<file path="config.mk">
export PLATFORM = sky130hd
export DESIGN_NAME = ecc_scrub_engine
export DESIGN_NICKNAME = d
export VERILOG_FILES = /design/src/rtl/ecc_scrub_pkg.sv /design/src/rtl/scrub_secded_enc.sv /design/src/rtl/scrub_secded_dec.sv /design/src/rtl/scrub_store.sv /design/src/rtl/scrub_seq.sv /design/src/rtl/ecc_scrub_engine.sv
export SDC_FILE = /design/constraint.sdc
export NUM_CORES = 1
export LEC_CHECK = 0
export BUFFER_PORTS_ARGS = -buffer_cell sky130_fd_sc_hd__buf_4
export CORE_MARGIN = 1
export CORE_UTILIZATION = 45
export CTS_CLUSTER_DIAMETER = 150
export DETAILED_ROUTE_END_ITERATION = 10
export PLACE_DENSITY_LB_ADDON = 0.2
export SYNTH_ARGS = -nofsm -noshare
export SYNTH_HDL_FRONTEND = slang
export SYNTH_HIERARCHICAL = 1
export SYNTH_SLANG_ARGS = --single-unit
</file>
<file path="constraint.sdc">
create_clock -name clk -period 3.1 [get_ports clk]
set_input_delay 0.31 -clock clk [delete_from_list [all_inputs] [get_ports clk]]
set_output_delay 0.31 -clock clk [all_outputs]
set_load 0.005 [all_outputs]
</file>
<file path="src/rtl/ecc_scrub_pkg.sv">
package ecc_scrub_pkg;

  // Number of Hamming check bits needed to cover dw data bits.
  function automatic int chk_bits(input int dw);
    for (int p = 1; p < 31; p++) begin
      if ((1 << p) >= dw + p + 1) return p;
    end
    return 31;
  endfunction

  typedef enum logic [1:0] {SQ_IDLE, SQ_CHECK, SQ_WB} sq_state_t;

  typedef enum logic [1:0] {EC_CLEAN, EC_FIXED, EC_FATAL} ecc_verdict_t;

endpackage

</file>
<file path="src/rtl/scrub_secded_enc.sv">
module scrub_secded_enc
  import ecc_scrub_pkg::*;
#(
  parameter int DATA_W = 8,
  localparam int P     = chk_bits(DATA_W),
  localparam int CW    = DATA_W + P + 1
) (
  input  logic [DATA_W-1:0] data,
  output logic [CW-1:0]     code
);

  always_comb begin
    logic [CW-1:0] c;
    int k;
    logic par;
    c = '0;
    k = 0;
    // scatter data into non power-of-two positions
    for (int i = 1; i < CW; i++) begin
      if ((i & (i - 1)) != 0) begin
        c[i] = data[k];
        k++;
      end
    end
    // check bit j covers every position with bit j of its index set
    for (int j = 0; j < P; j++) begin
      par = 1'b0;
      for (int i = 1; i < CW; i++) begin
        if (((i >> j) & 1) == 1) par = par ^ c[i];
      end
      c[1 << j] = par;
    end
    c[0] = ^c[CW-1:1];
    code = c;
  end

endmodule

</file>
<file path="src/rtl/scrub_secded_dec.sv">
module scrub_secded_dec
  import ecc_scrub_pkg::*;
#(
  parameter int DATA_W = 8,
  localparam int P     = chk_bits(DATA_W),
  localparam int CW    = DATA_W + P + 1
) (
  input  logic [CW-1:0]     code,
  output logic [CW-1:0]     fixed_code,
  output logic [DATA_W-1:0] data,
  output ecc_verdict_t      verdict
);

  logic [P-1:0] syn;
  logic         ovr;

  always_comb begin
    syn = '0;
    for (int i = 1; i < CW; i++) begin
      if (code[i]) syn = syn ^ P'(i);
    end
    ovr = ^code;
  end

  always_comb begin
    fixed_code = code;
    verdict    = EC_CLEAN;
    if (ovr) begin
      if (syn == '0) begin
        fixed_code[0] = ~code[0];
        verdict       = EC_FIXED;
      end else if (int'(syn) < CW) begin
        fixed_code[syn] = ~code[syn];
        verdict         = EC_FIXED;
      end else begin
        verdict = EC_FATAL;
      end
    end else if (syn != '0) begin
      verdict = EC_FATAL;
    end
  end

  always_comb begin
    int k;
    data = '0;
    k = 0;
    for (int i = 1; i < CW; i++) begin
      if ((i & (i - 1)) != 0) begin
        data[k] = fixed_code[i];
        k++;
      end
    end
  end

endmodule

</file>
<file path="src/rtl/scrub_store.sv">
module scrub_store #(
  parameter int DEPTH  = 16,
  parameter int CW     = 13,
  localparam int AW    = $clog2(DEPTH)
) (
  input  logic          clk,
  input  logic          rst_n,
  input  logic          en,
  input  logic          we,
  input  logic [AW-1:0] addr,
  input  logic [CW-1:0] wcode,
  output logic [CW-1:0] q
);

  logic [CW-1:0] mem [DEPTH];

  always_ff @(posedge clk) begin
    if (!rst_n) begin
      for (int i = 0; i < DEPTH; i++) mem[i] <= '0;
      q <= '0;
    end else if (en) begin
      if (we) mem[addr] <= wcode;
      else    q         <= mem[addr];
    end
  end

endmodule

</file>
<file path="src/rtl/scrub_seq.sv">
module scrub_seq
  import ecc_scrub_pkg::*;
#(
  parameter int DEPTH  = 16,
  parameter int CW     = 13,
  parameter int CNT_W  = 16,
  localparam int AW    = $clog2(DEPTH)
) (
  input  logic             clk,
  input  logic             rst_n,
  input  logic             refresh_tick,
  input  logic             req_valid,
  input  logic             req_write,
  input  logic [AW-1:0]    req_addr,
  input  ecc_verdict_t     verdict,
  input  logic [CW-1:0]    fixed_code,
  input  logic             irq_clear,
  output logic             scrub_rd,
  output logic             scrub_wr,
  output logic [AW-1:0]    scrub_addr,
  output logic [CW-1:0]    wb_code,
  output logic             pass_done,
  output logic [CNT_W-1:0] corr_cnt,
  output logic [CNT_W-1:0] uncorr_cnt,
  output logic [AW-1:0]    bad_addr,
  output logic             uncorr_irq
);

  localparam logic [CNT_W-1:0] CNT_MAX = '1;
  localparam logic [AW-1:0]    LAST    = AW'(DEPTH - 1);

  sq_state_t st;
  logic      pend;
  logic      clash;
  logic      finish;
  logic      in_check;

  always_comb begin
    in_check = (st == SQ_CHECK);
    clash    = req_valid && req_write && (req_addr == scrub_addr);
    scrub_rd = (st == SQ_IDLE) && pend && !req_valid;
    scrub_wr = (st == SQ_WB) && !req_valid;
    finish   = (in_check && ((verdict != EC_FIXED) || clash)) ||
               ((st == SQ_WB) && (!req_valid || clash));
  end

  always_ff @(posedge clk) begin
    if (!rst_n) begin
      st         <= SQ_IDLE;
      pend       <= 1'b0;
      scrub_addr <= '0;
      wb_code    <= '0;
      pass_done  <= 1'b0;
      corr_cnt   <= '0;
      uncorr_cnt <= '0;
      bad_addr   <= '0;
      uncorr_irq <= 1'b0;
    end else begin
      if (refresh_tick)  pend <= 1'b1;
      else if (scrub_rd) pend <= 1'b0;

      case (st)
        SQ_IDLE:  if (scrub_rd) st <= SQ_CHECK;
        SQ_CHECK: begin
          if (finish) st <= SQ_IDLE;
          else begin
            st      <= SQ_WB;
            wb_code <= fixed_code;
          end
        end
        SQ_WB:    if (finish) st <= SQ_IDLE;
        default:  st <= SQ_IDLE;
      endcase

      pass_done <= 1'b0;
      if (finish) begin
        if (scrub_addr == LAST) begin
          scrub_addr <= '0;
          pass_done  <= 1'b1;
        end else begin
          scrub_addr <= scrub_addr + 1'b1;
        end
      end

      if (in_check && verdict == EC_FIXED && corr_cnt != CNT_MAX)
        corr_cnt <= corr_cnt + 1'b1;
      if (in_check && verdict == EC_FATAL) begin
        if (uncorr_cnt != CNT_MAX) uncorr_cnt <= uncorr_cnt + 1'b1;
        bad_addr <= scrub_addr;
      end

      if (in_check && verdict == EC_FATAL) uncorr_irq <= 1'b1;
      else if (irq_clear)                  uncorr_irq <= 1'b0;
    end
  end

  a_r1_scrub_start: assert property (@(posedge clk) disable iff (!rst_n)
    (st == SQ_IDLE && pend && !req_valid) |=> (st == SQ_CHECK));

  a_r7_clash_cancel: assert property (@(posedge clk) disable iff (!rst_n)
    (st == SQ_CHECK && clash) |=> (st == SQ_IDLE));

  a_r8_wrap_zero: assert property (@(posedge clk) disable iff (!rst_n)
    pass_done |-> (scrub_addr == '0));

  a_r9_corr_sat: assert property (@(posedge clk) disable iff (!rst_n)
    (corr_cnt == CNT_MAX) |=> (corr_cnt == CNT_MAX));

  a_r9_uncorr_sat: assert property (@(posedge clk) disable iff (!rst_n)
    (uncorr_cnt == CNT_MAX) |=> (uncorr_cnt == CNT_MAX));

  a_r6_irq_sticky: assert property (@(posedge clk) disable iff (!rst_n)
    (uncorr_irq && !irq_clear) |=> uncorr_irq);

endmodule

</file>
<file path="src/rtl/ecc_scrub_engine.sv">
module ecc_scrub_engine
  import ecc_scrub_pkg::*;
#(
  parameter int DATA_W = 8,
  parameter int DEPTH  = 16,
  parameter int CNT_W  = 16,
  localparam int CODE_W = DATA_W + chk_bits(DATA_W) + 1,
  localparam int AW     = $clog2(DEPTH)
) (
  input  logic              clk,
  input  logic              rst_n,
  input  logic              refresh_tick,
  input  logic              req_valid,
  output logic              req_ready,
  input  logic              req_write,
  input  logic              req_raw,
  input  logic [AW-1:0]     req_addr,
  input  logic [DATA_W-1:0] req_wdata,
  input  logic [CODE_W-1:0] req_wcode,
  output logic              rsp_valid,
  output logic [DATA_W-1:0] rsp_data,
  output logic [CODE_W-1:0] rsp_code,
  output logic              pass_done,
  output logic [CNT_W-1:0]  corr_count,
  output logic [CNT_W-1:0]  uncorr_count,
  output logic [AW-1:0]     bad_addr,
  output logic              uncorr_irq,
  input  logic              irq_clear
);

  logic [CODE_W-1:0] enc_code;
  logic [CODE_W-1:0] rd_q;
  logic [CODE_W-1:0] fix_code;
  logic [CODE_W-1:0] wb_code;
  ecc_verdict_t      verdict;
  logic              scrub_rd;
  logic              scrub_wr;
  logic [AW-1:0]     scrub_addr;
  logic              mem_en;
  logic              mem_we;
  logic [AW-1:0]     mem_addr;
  logic [CODE_W-1:0] mem_wcode;

  assign req_ready = 1'b1;

  scrub_secded_enc #(.DATA_W(DATA_W)) u_enc (
    .data (req_wdata),
    .code (enc_code)
  );

  scrub_secded_dec #(.DATA_W(DATA_W)) u_dec (
    .code       (rd_q),
    .fixed_code (fix_code),
    .data       (rsp_data),
    .verdict    (verdict)
  );

  scrub_seq #(.DEPTH(DEPTH), .CW(CODE_W), .CNT_W(CNT_W)) u_seq (
    .clk          (clk),
    .rst_n        (rst_n),
    .refresh_tick (refresh_tick),
    .req_valid    (req_valid),
    .req_write    (req_write),
    .req_addr     (req_addr),
    .verdict      (verdict),
    .fixed_code   (fix_code),
    .irq_clear    (irq_clear),
    .scrub_rd     (scrub_rd),
    .scrub_wr     (scrub_wr),
    .scrub_addr   (scrub_addr),
    .wb_code      (wb_code),
    .pass_done    (pass_done),
    .corr_cnt     (corr_count),
    .uncorr_cnt   (uncorr_count),
    .bad_addr     (bad_addr),
    .uncorr_irq   (uncorr_irq)
  );

  // requester first, then scrub read or write-back
  always_comb begin
    mem_en    = req_valid || scrub_rd || scrub_wr;
    mem_we    = req_valid ? req_write : scrub_wr;
    mem_addr  = req_valid ? req_addr  : scrub_addr;
    mem_wcode = req_valid ? (req_raw ? req_wcode : enc_code) : wb_code;
  end

  scrub_store #(.DEPTH(DEPTH), .CW(CODE_W)) u_store (
    .clk   (clk),
    .rst_n (rst_n),
    .en    (mem_en),
    .we    (mem_we),
    .addr  (mem_addr),
    .wcode (mem_wcode),
    .q     (rd_q)
  );

  assign rsp_code = rd_q;

  always_ff @(posedge clk) begin
    if (!rst_n) rsp_valid <= 1'b0;
    else        rsp_valid <= req_valid && !req_write;
  end

  a_r2_req_first: assert property (@(posedge clk) disable iff (!rst_n)
    req_valid |-> !(scrub_rd || scrub_wr));

endmodule

</file>
==> results.tsv <==
metric	value	unit
dp.cells	1648	
use_met3	4.01	%
synth_area	14400	µm²
critPathMaxFanout	6	
final_cells	1710	
timing.slew.headroom	30.2	%
cts_sinks	280	
holdWs	0.0315	ns
synthXorXnorAreaFrac	5.17	%
hold_path.class	input port to flip-flop	
cp.required	2.79	ns
yosys.area_share.simple	18.3	%
ir_drop	0.468	mV
die_x	181	µm
yosys-mux-area-fraction	11.7	%
grt_overflow	0	
finalWirelength	35900	µm
worstPathArrival	2.70	ns
drv_slew	0	
vias	9446	
crit_start	u_store/q[7]$_SDFFE_PN0P_	
crit_top_cell	buf_4	
ys_warn_count	6	
post-route-min-period	3.01	ns
cts-htree-levels	1	
via_per_inst	5.52	
r2r_start	u_store/q[6]$_SDFFE_PN0P_	
pre_cts_ws	0.0429	ns
synthCells	1156	
crit_path_cell_trace	xnor2_2 > buf_4 > xor3_2 > or4_4 > nor3_4 > a22oi_2 > buf_4	
cts_tree	done	
setup_viol	0	
hold_viol_final	0	
grt_start_max_net_pins	58	
p_leak	6.57	nW
critPathCaptureType	output port	
port_buffers	91	
cts.clk_slew.worst_paths	0.06	ns
drt.antenna.violating_nets	0	
start_util	45.7	%
finalWorstSetupSlack	0.0921	ns
grt_pass1_vias	9151	
async_flop_share	0	%
dr.pass1.iters	7	
clock_latency	0.56	ns
wl_per_cell	21.0	µm
place_congestion	0.893	
ys_seq_area_share	53.3	%
crit_path_start_kind	flip-flop	
cp_slowest_stage_delay	0.54	ns
critical_path_class	flip-flop to output port	
ctsLongestPathBuffers	3	
die-area	32800	µm²
placementRows	65	
gr-max-usage-layer	met2	
worst_pin_slew	1.04	ns
detail_route.iter0.violations	850	
synth_compound_area_share	6.46	%
area_growth	16.8	%
post_route_cells_drive_above_1_share	24.0	%
cap_violations	0	
post-route-util	53.4	%
finClkSkew	0.0256	ns
grtUsageMet1	31.0	%
drc_errors	0	
antennaDiodeCount	0	
fp.coreArea	31600	µm²
ioPinCount	93	
power.density	564	nW/µm²
grt_pass1_wl	55000	µm
synth_top_family_by_area	simple AND/OR/NAND/NOR gates	
die_h	181	µm
syn_avg_cell_area	12.5	µm²
ys_ff_latch	280	
synthAdderAreaFrac	0.468	%
use_met2	34.9	%
syn-num-nets	1191	
synth.distinct_cells	89	
fmax	332	MHz
antenna_found_initial	1	
final_area	16800	µm²
status	finished, final reports clean	
ctsRootBufferMaster	clkbuf_16	
grt_usage	22.0	%
hpwl	24200	µm
place_area	15700	µm²
period_share	97.0	%
hp-start	irq_clear	
yosys_most_used_dff	edfxtp_1	
synth_edf_count	208	
cts_buffers	30	
cpMaxStageDelayCell	or4_4	
final_nets	1322	
## synthesized netlist by cell type, drive strengths merged (4+ instances only)
cell	number	share of area, %
nand3b	4	0.35
buf	41	2.6
nor3	17	0.98
nor2	79	2.1
mux4	35	5.8
mux2	9	0.75
nand2	38	0.99
o211ai	5	0.26
a22oi	11	0.57
o21ai	36	1.2
xnor2	30	2.2
xnor3	9	1.4
nand4	6	0.26
o2111ai	4	0.24
o221ai	9	0.55
clkbuf	46	1.7
o22ai	5	0.22
o31ai	4	0.24
nor2b	4	0.17
nor4	4	0.17
or3	8	0.35
dfxtp	72	10
a21oi	47	1.7
a31oi	4	0.22
mux2i	74	5.1
and2	213	9.2
and3	19	0.83
edfxtp	208	43
and4	4	0.26
inv	11	0.29
xor2	18	1.2
nand3	19	0.82
nand2b	20	0.97
## through the flow
step | power [mW] | setup TNS, ns
detailed placement | 5.98 | 0
global route | 9.86 | -0.0145
floorplan | 5.39 | 0
global placement | 5.96 | 0
CTS | 9.40 | 0
finish | 9.50 | 0
## power by group
group          total (mW)  switching (mW)  internal (mW)
clock                3.41            1.45           1.96
sequential           4.21          0.0619           4.15
combinational        1.89            1.02          0.867
## timing repair
action / CTS / global route
gates cloned: 0 / 0
endpoints found under the hold margin: 1 / 0
gates resized for setup: 5 / 26
endpoints found under the setup margin: 6 / 41
pin swaps: 1 / 12
buffers inserted: 1 / 7
hold buffers: 1 / 0
## worst max-delay path, delay by kind of cell, from the launching register on
kind                      cells  cell delay, ns
AOI/OAI and AO/OA             1            0.08
xor gates and xnor gates      2            0.57
buffers and inverters         2            0.35
DFF                           1            0.43
and+or+nand+nor               2            0.73
## layout make-up
class	instances	area (µm²)
fillers	2720	14700
flip-flops and latches	280	7700
multi-input cells	777	6170
repair buffers	186	1510
clock buffers	40	798
well taps	402	503
clock inverters	13	121
inverters	12	45.0
## path summary, 6_finish.rpt
kind / endpoint / slack, ns / cells after the start
setup / recovery: rsp_data[6] / 0.09 / 7
hold / removal: u_seq/uncorr_irq$_SDFFE_PN0P_ / 0.03 / 3
setup reg to reg: u_seq/corr_cnt[11]$_SDFFE_PN0P_ / 0.19 / 13
hold reg to reg: u_seq/bad_addr[1]$_SDFFE_PN0P_ / 0.47 / 2
## cell usage in the layout, fill, tap and decap left out, drive strengths merged, types with 18 or more instances in the layout
master / n
clkbuf: 40
nand2: 38
xnor2: 30
dfxtp: 72
nand3: 19
mux4: 35
xor2: 18
nand2b: 20
buf: 185
and3: 19
edfxtp: 208
o21ai: 36
a21oi: 47
and2: 213
mux2i: 74
nor2: 79
## layer usage
layer | wire length, µm | part of all wire (%)
met1 | 15700 | 44
met2 | 16900 | 47
met3 | 2540 | 7.1
met4 | 733 | 2.0
met5 | 0 | 0
## flip-flops by register name (all words and copies together) (netlist names)
signal	count
u_seq/pend	1
u_store/mem	208
u_seq/scrub_addr	4
u_seq/wb_code	13
u_seq/st	2
u_seq/pass_done	1
u_seq/corr_cnt	16
u_seq/uncorr_irq	1
rsp_valid	1
u_store/q	13
u_seq/uncorr_cnt	16
u_seq/bad_addr	4
## kinds of logic (layout without fill, tap and decap cells)
kind of cell / Yosys count / after routing
compound gates: 144 / 144
xor+xnor: 59 / 59
fa+ha+maj: 6 / 6
flops: 280 / 280
simple gates: 449 / 449
other cells: 1 / 1
mux: 118 / 118
buf+inv: 99 / 251
No activity file was read; power rests on OpenSTA's default activity.
